`src/rtl/fp_pkg.sv`:
```
// Package for the frame packer.
// Holds the layout encoding and a ceiling-division helper used to size
// the word counts. Assumes only integer arithmetic on parameters.
package fp_pkg;

    typedef enum logic {
        LAYOUT_PADDED = 1'b0,
        LAYOUT_DENSE  = 1'b1
    } layout_e;

    function automatic int ceil_div(input int num, input int den);
        return (num + den - 1) / den;
    endfunction

endpackage

```
`src/rtl/fp_capture.sv`:
```
// Frame capture register.
// Latches the full set of channel samples in the cycle that load is high
// and holds them otherwise. Assumes load is only raised when no frame is
// being emitted, which the emit controller guarantees.
module fp_capture #(
    parameter int FRAME_BITS = 408
) (
    input  logic                  clk,
    input  logic                  rst_n,
    input  logic                  load,
    input  logic [FRAME_BITS-1:0] data_in,
    output logic [FRAME_BITS-1:0] frame_q
);

    // Snapshot register: captures all channels together on load.
    always_ff @(posedge clk) begin
        if (!rst_n)
            frame_q <= '0;
        else if (load)
            frame_q <= data_in;
    end

    AST_FRAME_HELD: assert property (@(posedge clk) disable iff (!rst_n)
        !load |=> $stable(frame_q));

endmodule

```
`src/rtl/fp_word_mux.sv`:
```
// Word selector.
// Builds both the dense and the padded views of the latched frame and
// returns the word at the given index for the chosen layout. Purely
// combinational. Assumes idx stays below the word count of the layout.
module fp_word_mux
    import fp_pkg::*;
#(
    parameter int NUM_CH      = 17,
    parameter int SAMPLE_W    = 24,
    parameter int WORD_W      = 64,
    parameter int SLOT_W      = 32,
    parameter int DENSE_WORDS = 7,
    parameter int PAD_WORDS   = 9,
    parameter int IDX_W       = 4
) (
    input  logic [NUM_CH*SAMPLE_W-1:0] frame,
    input  layout_e                    layout,
    input  logic [IDX_W-1:0]           idx,
    output logic [WORD_W-1:0]          word
);

    localparam int FRAME_BITS = NUM_CH * SAMPLE_W;
    localparam int DENSE_BITS = DENSE_WORDS * WORD_W;
    localparam int PAD_BITS   = PAD_WORDS * WORD_W;
    localparam int PAD_SLOTS  = PAD_BITS / SLOT_W;
    localparam int FILL_W     = SLOT_W - SAMPLE_W;

    logic [DENSE_BITS-1:0] dense_vec;
    logic [PAD_BITS-1:0]   pad_vec;

    // Dense view: samples back to back, tail zero-filled.
    assign dense_vec[FRAME_BITS-1:0] = frame;
    generate
        if (DENSE_BITS > FRAME_BITS) begin : g_dense_tail
            assign dense_vec[DENSE_BITS-1:FRAME_BITS] = '0;
        end
    endgenerate

    // Padded view: one sample per slot, zero filler above, unused slots zero.
    generate
        for (genvar s = 0; s < PAD_SLOTS; s++) begin : g_slot
            if (s < NUM_CH) begin : g_used
                assign pad_vec[s*SLOT_W +: SLOT_W] =
                    {{FILL_W{1'b0}}, frame[s*SAMPLE_W +: SAMPLE_W]};
            end else begin : g_empty
                assign pad_vec[s*SLOT_W +: SLOT_W] = '0;
            end
        end
    endgenerate

    // Word select: index into the view of the active layout.
    always_comb begin
        word = '0;
        if (layout == LAYOUT_DENSE) begin
            if (int'(idx) < DENSE_WORDS)
                word = dense_vec[int'(idx)*WORD_W +: WORD_W];
        end else begin
            if (int'(idx) < PAD_WORDS)
                word = pad_vec[int'(idx)*WORD_W +: WORD_W];
        end
    end

endmodule

```
`src/rtl/fp_emit_ctrl.sv`:
```
// Emit controller.
// Decides when a strobe may capture a frame, steps the word index on each
// handshake, latches the layout at frame start, and keeps the sticky
// overflow flag. A strobe that coincides with the final transfer is
// accepted. If clear and overflow fall in the same cycle, the set wins.
module fp_emit_ctrl
    import fp_pkg::*;
#(
    parameter int DENSE_WORDS = 7,
    parameter int PAD_WORDS   = 9,
    parameter int IDX_W       = 4
) (
    input  logic             clk,
    input  logic             rst_n,
    input  logic             strobe,
    input  logic             dense_sel,
    input  logic             ovf_clr,
    input  logic             ready,
    output logic             load,
    output logic             valid,
    output logic [IDX_W-1:0] idx,
    output layout_e          layout_q,
    output logic             overflow
);

    localparam logic [IDX_W-1:0] DENSE_LAST = IDX_W'(DENSE_WORDS - 1);
    localparam logic [IDX_W-1:0] PAD_LAST   = IDX_W'(PAD_WORDS - 1);

    logic [IDX_W-1:0] last_idx;
    logic             xfer;
    logic             done;
    logic             free;
    logic             ovf_evt;

    // Handshake and acceptance decode.
    always_comb begin
        last_idx = (layout_q == LAYOUT_DENSE) ? DENSE_LAST : PAD_LAST;
        xfer     = valid && ready;
        done     = xfer && (idx == last_idx);
        free     = !valid || done;
        load     = strobe && free;
        ovf_evt  = strobe && !free;
    end

    // Frame sequencing: start, advance, finish.
    always_ff @(posedge clk) begin
        if (!rst_n) begin
            valid    <= 1'b0;
            idx      <= '0;
            layout_q <= LAYOUT_PADDED;
        end else if (load) begin
            valid    <= 1'b1;
            idx      <= '0;
            layout_q <= dense_sel ? LAYOUT_DENSE : LAYOUT_PADDED;
        end else if (done) begin
            valid    <= 1'b0;
            idx      <= '0;
        end else if (xfer) begin
            idx      <= idx + 1'b1;
        end
    end

    // Sticky overflow flag.
    always_ff @(posedge clk) begin
        if (!rst_n)
            overflow <= 1'b0;
        else if (ovf_evt)
            overflow <= 1'b1;
        else if (ovf_clr)
            overflow <= 1'b0;
    end

    AST_RESET_IDLE: assert property (@(posedge clk)
        !rst_n |=> !valid && !overflow);
    AST_HOLD_POSITION: assert property (@(posedge clk) disable iff (!rst_n)
        valid && !ready |=> valid && $stable(idx) && $stable(layout_q));
    AST_IDX_BOUND: assert property (@(posedge clk) disable iff (!rst_n)
        valid |-> idx <= last_idx);
    AST_OVF_ON_BUSY: assert property (@(posedge clk) disable iff (!rst_n)
        strobe && valid && !(ready && idx == last_idx) |=> overflow);
    AST_OVF_STICKY: assert property (@(posedge clk) disable iff (!rst_n)
        overflow && !ovf_clr |=> overflow);
    AST_CHAINED_START: assert property (@(posedge clk) disable iff (!rst_n)
        strobe && valid && ready && idx == last_idx |=> valid && idx == '0);

endmodule

```
`src/rtl/frame_packer.sv`:
```
// Multichannel sample frame packer (top).
// Captures all channel samples on a strobe and streams them out as
// fixed-count 64-bit words in a dense or padded layout over valid/ready.
// Assumes channel n is presented at ch_data_i[SAMPLE_W*n +: SAMPLE_W].
module frame_packer
    import fp_pkg::*;
#(
    parameter int NUM_CH   = 17,
    parameter int SAMPLE_W = 24,
    parameter int WORD_W   = 64,
    parameter int SLOT_W   = 32
) (
    input  logic                       clk,
    input  logic                       rst_n,
    input  logic                       strobe_i,
    input  logic                       dense_sel_i,
    input  logic [NUM_CH*SAMPLE_W-1:0] ch_data_i,
    input  logic                       ovf_clr_i,
    input  logic                       word_ready_i,
    output logic [WORD_W-1:0]          word_o,
    output logic                       word_valid_o,
    output logic                       overflow_o
);

    localparam int FRAME_BITS     = NUM_CH * SAMPLE_W;
    localparam int DENSE_WORDS    = ceil_div(FRAME_BITS, WORD_W);
    localparam int SLOTS_PER_WORD = WORD_W / SLOT_W;
    localparam int PAD_WORDS      = ceil_div(NUM_CH, SLOTS_PER_WORD);
    localparam int MAX_WORDS      = (DENSE_WORDS > PAD_WORDS) ? DENSE_WORDS : PAD_WORDS;
    localparam int IDX_W          = (MAX_WORDS > 1) ? $clog2(MAX_WORDS) : 1;

    logic                  load;
    logic [IDX_W-1:0]      idx;
    layout_e               layout_q;
    logic [FRAME_BITS-1:0] frame_q;

    fp_emit_ctrl #(
        .DENSE_WORDS(DENSE_WORDS),
        .PAD_WORDS  (PAD_WORDS),
        .IDX_W      (IDX_W)
    ) u_ctrl (
        .clk      (clk),
        .rst_n    (rst_n),
        .strobe   (strobe_i),
        .dense_sel(dense_sel_i),
        .ovf_clr  (ovf_clr_i),
        .ready    (word_ready_i),
        .load     (load),
        .valid    (word_valid_o),
        .idx      (idx),
        .layout_q (layout_q),
        .overflow (overflow_o)
    );

    fp_capture #(
        .FRAME_BITS(FRAME_BITS)
    ) u_capture (
        .clk    (clk),
        .rst_n  (rst_n),
        .load   (load),
        .data_in(ch_data_i),
        .frame_q(frame_q)
    );

    fp_word_mux #(
        .NUM_CH     (NUM_CH),
        .SAMPLE_W   (SAMPLE_W),
        .WORD_W     (WORD_W),
        .SLOT_W     (SLOT_W),
        .DENSE_WORDS(DENSE_WORDS),
        .PAD_WORDS  (PAD_WORDS),
        .IDX_W      (IDX_W)
    ) u_mux (
        .frame (frame_q),
        .layout(layout_q),
        .idx   (idx),
        .word  (word_o)
    );

    AST_WORD_STABLE: assert property (@(posedge clk) disable iff (!rst_n)
        word_valid_o && !word_ready_i |=> word_valid_o && $stable(word_o));

endmodule

```
`config.mk`:
```
export PLATFORM = sky130hd
export DESIGN_NAME = frame_packer
export DESIGN_NICKNAME = d
export VERILOG_FILES = /design/src/rtl/fp_pkg.sv /design/src/rtl/fp_capture.sv /design/src/rtl/fp_word_mux.sv /design/src/rtl/fp_emit_ctrl.sv /design/src/rtl/frame_packer.sv
export SDC_FILE = /design/constraint.sdc
export NUM_CORES = 1
export LEC_CHECK = 0
export BUFFER_PORTS_ARGS = -buffer_cell sky130_fd_sc_hd__clkbuf_2
export CAP_MARGIN = 20
export CORE_UTILIZATION = 56
export DETAILED_ROUTE_END_ITERATION = 8
export PLACE_DENSITY = 0.87
export SLEW_MARGIN = 20
export SYNTH_ARGS = -nofsm -noshare
export SYNTH_HDL_FRONTEND = slang
export SYNTH_SLANG_ARGS = --single-unit
```
`constraint.sdc`:
```
create_clock -name clk -period 3.6 [get_ports clk]
set_clock_uncertainty 0.2 [all_clocks]
set_input_delay 0.9 -clock clk [delete_from_list [all_inputs] [get_ports clk]]
set_output_delay 0.9 -clock clk [all_outputs]
set_load 0.01 [all_outputs]
```
# Word level (Yosys, flattened, before mapping)
# Index checks and enable logic that the tools add are counted.
# word_totals
regBits,415
inputBits,414
output_inout_bits,66
elab_cells,31
# op_classes
add_sub_neg,1
n_lt_le_gt_ge,2
eq_ne,1
shifts,2
muxes,9
bitwise,1
n_reduce_logical,10
# op_table
op,n
variable part select 576 x 11 -> 64 bit,1
variable part select 448 x 11 -> 64 bit,1
two-way mux 64 bit,3
two-way mux 1 bit,5
adder 4 x 1 -> 4 bit (second input constant),1
equality test 4 bit,1
logical AND 1 bit,4
< comparator 4 x 3 -> 1 bit (second input constant),1
< comparator 4 bit (second input constant),1
two-way mux 4 bit,1
nonzero test 2 bit,2
OR reduction 3 bit,1
zero test 1 bit,2
logical OR 1 bit,1
inverter 1 bit,1

# Logic depth before layout (Yosys ltp)
# Gate-level depths: netlist of the first run.
# depth
depth_word,7
depth_mapped,9
ltp_nobuf,5

# Modules after synthesis
# A second synthesis of the first run with hierarchy kept.
# hier_totals
cells_unflattened,2041
area_unflattened_um2,22400.2
# modules_own_cells
module,n_inst,cells_each,area_per_inst_um2,seq_area_each_um2
fp_capture,1,1315,15367.2,8167.8
fp_word_mux,1,680,6650.1,0.0
fp_emit_ctrl,1,46,382.9,140.1

# Least setup slack after synthesis of the first run
# Ideal clock, no wire load.
# synth_path
kind,reg2out
start,register u_ctrl.idx[0]
end,output port word_o[10]
arrival_time_ns,2.170
t_required_ns,2.500
setup_slack_ns,0.330
path_stages_with_launch,10
path_buffers,4
path_cell_list,dfxtp_1 > buf_2 > buf_2 > buf_2 > inv_1 > ha_1 > nor4b_1 > clkbuf_1 > nand2_1 > nand3_1
# synth_between
elab_chain_cells,3
elab_cells_between_ends,7
classes_between,order compare: 2; shift: 2; mux: 3
# synth_rtl
item,line,rtl
start: declaration,fp_emit_ctrl.sv:21,"output logic [IDX_W-1:0] idx,"
start signal: assignment,fp_emit_ctrl.sv:59,idx <= idx + 1'b1;
"variable part select 576 x 11 -> 64 bit, or another cell as far along",fp_word_mux.sv:59,word = pad_vec[int'(idx)*WORD_W +: WORD_W];
two-way mux 64 bit (on tied branches),"fp_word_mux.sv:58, fp_word_mux.sv:55",
two-way mux 64 bit *,fp_word_mux.sv:54,if (layout == LAYOUT_DENSE) begin
end: declaration,frame_packer.sv:20,"output logic [WORD_W-1:0] word_o,"
# Mark *: on every way between the ends. The rest lies on a longest branch, timed or not.

# Worst setup path after layout of the first run
# layout_path
start,register u_ctrl.idx[0]
end,output port word_o[42]
# The elaborated chain is that of the path after synthesis.

==> metrics.yaml, run 1 <==
status: "finished, violations left"
violations: "setup timing"
avgSynthCellArea_sq_um: 9.31
start_kind: "flop"
ys_ff_latch: 415
wl_mm: 102
syn-num-nets: 2856
grt_pass1_vias: 21200
synth_common_cells: "846 x nand2_1, 473 x mux2i_1, 415 x dfxtp_1"
clock-sinks: 415
drive_gt1_share_pct: 31.5
gp_congestion: 1.05
max_freq_mhz: 270
numCtsBuffers: 43
io_pins: 480
root_buffer: "clkbuf_16"
fp.dieArea_sq_mm: 0.0414
rsz0062_at_grt: "yes"
slew_violations: 0
drtIter0Drc: 3376
period_minus_slack_ns: 3.70
worstPathMaxFanout: 7
hpwlAfterDp_mm: 79.4
routedWlPerCell_um: 29.6
finalHoldViolCount: 0
power-per-cell-area_mw_per_mm2: 425
fin_util_pct: 71.1
nNetsFinal: 3300
startpoint: "u_ctrl.idx[0]"
internal_power_uw: 8520
clkPwrFrac_pct: 39.2
path_class: "reg -> out"
initial_core_util_pct: 57.0
drtAntennaViolNets: 0
grt_pass1_wl_mm: 143
relSlewSlack_pct: 52.5
area_growth_pct: 24.7
tightest_slew_ns: 0.713
final_cells: 3450
clock_latency_ns: 0.62
ys.flop_type: "dfxtp_1"
critPathCapture: "word_o[42]"
netlist_instances: 2440
finalSetupViolations: 22
clk_path_buf_depth: 3
r2r_end: "u_capture.frame_q[323]"
core_area_sq_mm: 0.0398
rows: 73
p_leak_uw: 0.0118
path_clk_slew_ns: 0.07
ys_top_cells_by_area: "dfxtp_1 37%, mux2i_1 21%, mux4_2 16%"
cts_tree: "yes"
die_x_um: 203
grt_max_degree: 91
end_kind: "output pin"
grt_usage_pct: 48.6
seqPwrFrac_pct: 44.6
ys_async_sr_fraction_pct: 0
htree_num_levels: 2
synth_cell_types: 32
syn_area_sq_mm: 0.0227
antenna_found_initial: 8
worst_slack_ns: -0.0997
synth.top_cell.area_share_pct: 36.6
cp.required_ns: 2.50
seq_area_frac_synth_pct: 36.6
swShare_pct: 29.2
dp.cells: 3324
vias: 22000
grt_overflow: 0
netSwitchingPower_uw: 3520
vias_per_cell: 6.38
finalCritPeriodShare_pct: 103
min_path_type: "reg -> reg"
reg2reg_from: "u_ctrl.idx[0]"
dieHeight_um: 203
comb_power_share_pct: 16.2
max_cap_viol_count: 0
yosys.cell_count.top_type: "nand2_1"
synth-edff-count: 0
irDropWorstVdd_uv: 315
yosys_warnings: 0
dr.pass1.iters: 8
reg2reg_slack_ns: 0.69
arrival_ns: 2.60
synth_top_area_cell: "dfxtp_1"
numPortBuffers: 479
drc: 0
r2r_cells: 8
-- cells by family (layout without fill, tap and decap cells) --
family                     count (synthesis)  after routing  synth area share, %
and+or+nand+nor                          953            953                 16.1
muxes                                    633            633                 36.7
DFF                                      415            415                 36.6
buffers and inverters                    253            731                 5.04
AOI/OAI and AO/OA                        182            182                 5.38
adders and majority gates                  2              2                0.110
xor gates and xnor gates                   2              2               0.0772
other                                      0              7                    0
-- state kept, by name, summed over array words and instances (netlist names) --
| register | flops |
|---|---|
| u_capture.frame_q | 408 |
| u_ctrl.idx | 4 |
| u_ctrl.layout_q | 1 |
| u_ctrl.overflow | 1 |
| u_ctrl.valid | 1 |
-- power groups by stage --
stage	clock network [uW]	logic, uW	registers [uW]
3_5_place_dp	0	1780	5430
3_3_place_gp	0	1740	5430
6_report	4720	1960	5370
5_1_grt	4890	2050	5350
2_1_floorplan	0	1120	5130
4_1_cts	4700	1840	5330
-- layout make-up --
cell class	count	area, sq um
diodes	7	17.5
clock buffers	63	1290
clock inverters	16	185
fillers	2953	11500
inverters	28	105
multi-input cells	1772	13600
flip-flops and latches	415	8320
well taps	525	657
repair buffers	624	4110
-- per-stage QoR --
stage	TNS [ns]	hold slack [ns]	instance area (sq um)	setup WS [ns]	power, uW
finish	-0.680	0.278	28300	-0.0997	12000
detailed placement	0	0.265	25800	0.203	7210
global route	-1.76	0.295	28300	-0.131	12300
CTS	-0.255	0.272	27700	-0.0620	11900
floorplan	0	0.241	22700	0.330	6240
global placement	0	0.262	25800	0.160	7170
-- routing by layer --
| metal | wire length (um) | part of all wire [%] | track usage, % |
|---|---|---|---|
| met1 | 36300 | 36 | 58.4 |
| met2 | 44600 | 44 | 73.9 |
| met3 | 12700 | 12 | 15.8 |
| met4 | 8340 | 8.2 | 33.7 |
| met5 | 40 | 0.039 | 0 |
-- cells in the final DEF, fill, tap and decap left out, types with 12 or more instances in the layout --
cell / netlist / routed
o32ai_2: 0 / 12
nand2_1: 846 / 846
buf_12: 0 / 25
mux2i_1: 473 / 473
o211ai_1: 24 / 24
clkbuf_16: 0 / 49
o21ai_0: 80 / 49
buf_4: 39 / 96
o21ai_1: 0 / 22
inv_1: 27 / 27
nor2_1: 68 / 54
a22oi_1: 24 / 14
dfxtp_1: 415 / 411
o221ai_1: 24 / 24
clkbuf_2: 0 / 472
nand3_1: 28 / 19
mux4_2: 160 / 160
-- timing repair --
action / CTS / global route
cloned: 3 / 4
gates resized for setup: 42 / 100
setup buffers: 9 / 24
pin swaps: 4 / 18
hold buffers: 0 / 0
setup endpoints to repair: 64 / 60
-- how the worst min path moves through the flow --
stage                                       from                      to  slack (ns)  depth (start not counted)
after global routing      u_capture.frame_q[282]  u_capture.frame_q[282]        0.30                          2
after floorplan           u_capture.frame_q[128]  u_capture.frame_q[128]        0.24                          2
after detailed placement  u_capture.frame_q[257]  u_capture.frame_q[257]        0.26                          2
after global placement    u_capture.frame_q[282]  u_capture.frame_q[282]        0.26                          2
final                      u_capture.frame_q[73]   u_capture.frame_q[73]        0.28                          2
after CTS                  u_capture.frame_q[73]   u_capture.frame_q[73]        0.27                          2
-- worst max-delay path, cell delays in order (launching register included) --
cell	delay (ns)
dfxtp_4	0.41
buf_12	0.15
buf_12	0.13
buf_12	0.13
mux4_2	0.49
o21ai_0	0.20
buf_4	0.20
o32ai_1	0.11
clkbuf_2	0.16
Power figures use the tool's default switching activity.
==> run 2, diff against run 1 <==
--- a/config.mk
+++ b/config.mk
@@ -7,9 +7,9 @@
 export LEC_CHECK = 0
 export BUFFER_PORTS_ARGS = -buffer_cell sky130_fd_sc_hd__clkbuf_2
 export CAP_MARGIN = 20
-export CORE_UTILIZATION = 56
+export CORE_UTILIZATION = 40
 export DETAILED_ROUTE_END_ITERATION = 8
-export PLACE_DENSITY = 0.87
+export PLACE_DENSITY = 0.67
 export SLEW_MARGIN = 20
 export SYNTH_ARGS = -nofsm -noshare
 export SYNTH_HDL_FRONTEND = slang
==> metrics.yaml, run 2 (same netlist as run 1, synthesis figures left out) <==
grt_overflow: 0  # unchanged
tightest_slew_ns: 0.589  # was 0.713 ns
root_buffer: "clkbuf_16"  # unchanged
clk_path_buf_depth: 3  # unchanged
fin_util_pct: 51.7  # was 71.1%
die_x_um: 240  # was 203 um
arrival_ns: 2.65  # was 2.60 ns
relSlewSlack_pct: 60.7  # was 52.5%
largest_reg_flops: 408  # unchanged
largest_registers: "u_capture.frame_q (408), u_ctrl.idx (4)"  # unchanged
power-per-cell-area_mw_per_mm2: 422  # was 425 mW/mm^2
wl_mm: 110  # was 102 mm
path_clk_slew_ns: 0.06  # was 0.07 ns
vias: 21800  # was 22000
cts_tree: "yes"  # unchanged
min_path_type: "reg -> reg"  # unchanged
finalCritPeriodShare_pct: 104  # was 103%
dieHeight_um: 240  # was 203 um
routedWlPerCell_um: 29.9  # was 29.6 um
status: "finished, violations left"  # unchanged
io_pins: 480  # unchanged
worstPathMaxFanout: 24  # was 7
fillCellCount: 5092  # was 2953
max_freq_mhz: 267  # was 270 MHz
post-place-ws_ns: 0.227  # was 0.203 ns
swShare_pct: 29.8  # was 29.2%
end_kind: "output pin"  # unchanged
antenna_found_initial: 4  # was 8
rows: 86  # was 73
cp.required_ns: 2.50  # about the same
finalHoldViolCount: 0  # unchanged
regMostFlops: "u_capture.frame_q"  # unchanged
area_growth_pct: 26.6  # was 24.7%
n_antenna_cell: 0  # was 7
worst_slack_ns: -0.149  # was -0.0997 ns
internal_power_uw: 8510  # was 8520 uW
grt_usage_pct: 37.6  # was 48.6%
finalSetupViolations: 40  # was 22
netSwitchingPower_uw: 3620  # was 3520 uW
clock-sinks: 415  # unchanged
hpwlAfterDp_mm: 87.0  # was 79.4 mm
vias_per_cell: 5.93  # was 6.38
max_cap_viol_count: 0  # unchanged
gp_congestion: 1.04  # was 1.05
clkPwrFrac_pct: 39.3  # was 39.2%
reg2reg_from: "u_ctrl.idx[1]"  # was u_ctrl.idx[0]
path_class: "reg -> out"  # unchanged
seqPwrFrac_pct: 44.4  # was 44.6%
layout_commonest_cell: "nand2_1"  # unchanged
irDropWorstVdd_uv: 353  # was 315 uV
clock_latency_ns: 0.60  # was 0.62 ns
p_leak_uw: 0.0119  # was 0.0118 uW
period_minus_slack_ns: 3.75  # was 3.70 ns
drive_gt1_share_pct: 31.6  # was 31.5%
initial_core_util_pct: 40.8  # was 57.0%
drtIter0Drc: 2437  # was 3376
startpoint: "u_ctrl.idx[1]"  # was u_ctrl.idx[0]
drc: 0  # unchanged
numPortBuffers: 479  # unchanged
comb_power_share_pct: 16.3  # was 16.2%
grt_max_degree: 99  # was 91
core_area_sq_mm: 0.0556  # was 0.0398 sq mm
slew_violations: 0  # unchanged
final_cell_mix: "838 x nand2_1, 473 x mux2i_1, 464 x clkbuf_2"  # was 846 x nand2_1, 473 x mux2i_1, 472 x clkbuf_2
htree_num_levels: 2  # unchanged
start_kind: "flop"  # unchanged
numCtsBuffers: 45  # was 43
fp.dieArea_sq_mm: 0.0577  # was 0.0414 sq mm
grt_pass1_wl_mm: 152  # was 143 mm
violations: "setup timing"  # unchanged
drtAntennaViolNets: 0  # unchanged
grt_pass1_vias: 21300  # was 21200
nNetsFinal: 3304  # was 3300
rsz0062_at_grt: "yes"  # unchanged
dr.pass1.iters: 5  # was 8
hold_start: "u_capture.frame_q[291]"  # was u_capture.frame_q[73]
[run 2: cell types whose count changed in the layout (fill, tap and decap cells not counted), sizes merged, moves of 2 or more]
| cell | change |
|---|---|
| clkbuf | -7 |
| inv | +4 |
| clkinv | -2 |
| diode | -7 |
| buf | +11 |
[run 2: repair_timing]
item | 4_1_cts | 5_1_grt
gates cloned | 5 | 2
hold buffers | 0 | 0
resized for setup | 74 | 76
setup buffers | 20 | 7
pin swaps | 8 | 7
endpoints found under the setup margin | 64 | 60
[run 2: power by group through the flow]
stage / registers, uW / logic, uW / clock network, uW
final: 5390 / 1980 / 4770
after global routing: 5370 / 2080 / 4990
after CTS: 5350 / 1910 / 4790
after detailed placement: 5450 / 1840 / 0
after global placement: 5450 / 1820 / 0
after floorplan: 5130 / 1120 / 0
[run 2: final cells by class]
| class | instances | area, sq um | area share [%] |
|---|---|---|---|
| sequential | 415 | 8320 | 29.0 |
| multi-input combinational | 1772 | 13600 | 47.3 |
| inverter | 28 | 105 | 0.366 |
| tap | 748 | 936 | 3.26 |
| timing repair buffer | 626 | 4290 | 14.9 |
| clock buffer | 66 | 1320 | 4.58 |
| clock inverter | 18 | 191 | 0.666 |
[run 2: final timing paths]
kind	endpoint	slack, ns	depth (start not counted)
worst max register to register	u_capture.frame_q[116]	0.54	9
worst min register to register	u_capture.frame_q[291]	0.28	2
worst max-delay path	word_o[44]	-0.15	7
worst min-delay path	u_capture.frame_q[291]	0.28	2
[run 2: worst max-delay path, stage by stage (launching register included)]
cell and delay, ns:
dfxtp_4 0.42, buf_4 0.16, buf_12 0.18, buf_12 0.22
mux4_2 0.21, nor2_1 0.07, o32ai_1 0.55, clkbuf_2 0.24
[run 2: stage by stage]
stage | cells | cell area (sq um) | power, uW | TNS [ns] | hold slack [ns]
CTS | 3664 | 28400 | 12000 | -1.20 | 0.272
global placement | 3555 | 26200 | 7270 | 0 | 0.256
detailed placement | 3555 | 26200 | 7290 | 0 | 0.257
floorplan | 2440 | 22700 | 6240 | 0 | 0.241
finish | 3673 | 28700 | 12100 | -1.82 | 0.279
global route | 3673 | 28700 | 12400 | -4.22 | 0.297
[run 2: layer usage]
layer,track usage (%),up-vias,wire (um)
li1,-,9416,-
met1,46.1,10700,41400
met2,60.2,1357,50100
met3,8.92,336,10800
met4,21.8,4,7270
met5,0,-,22
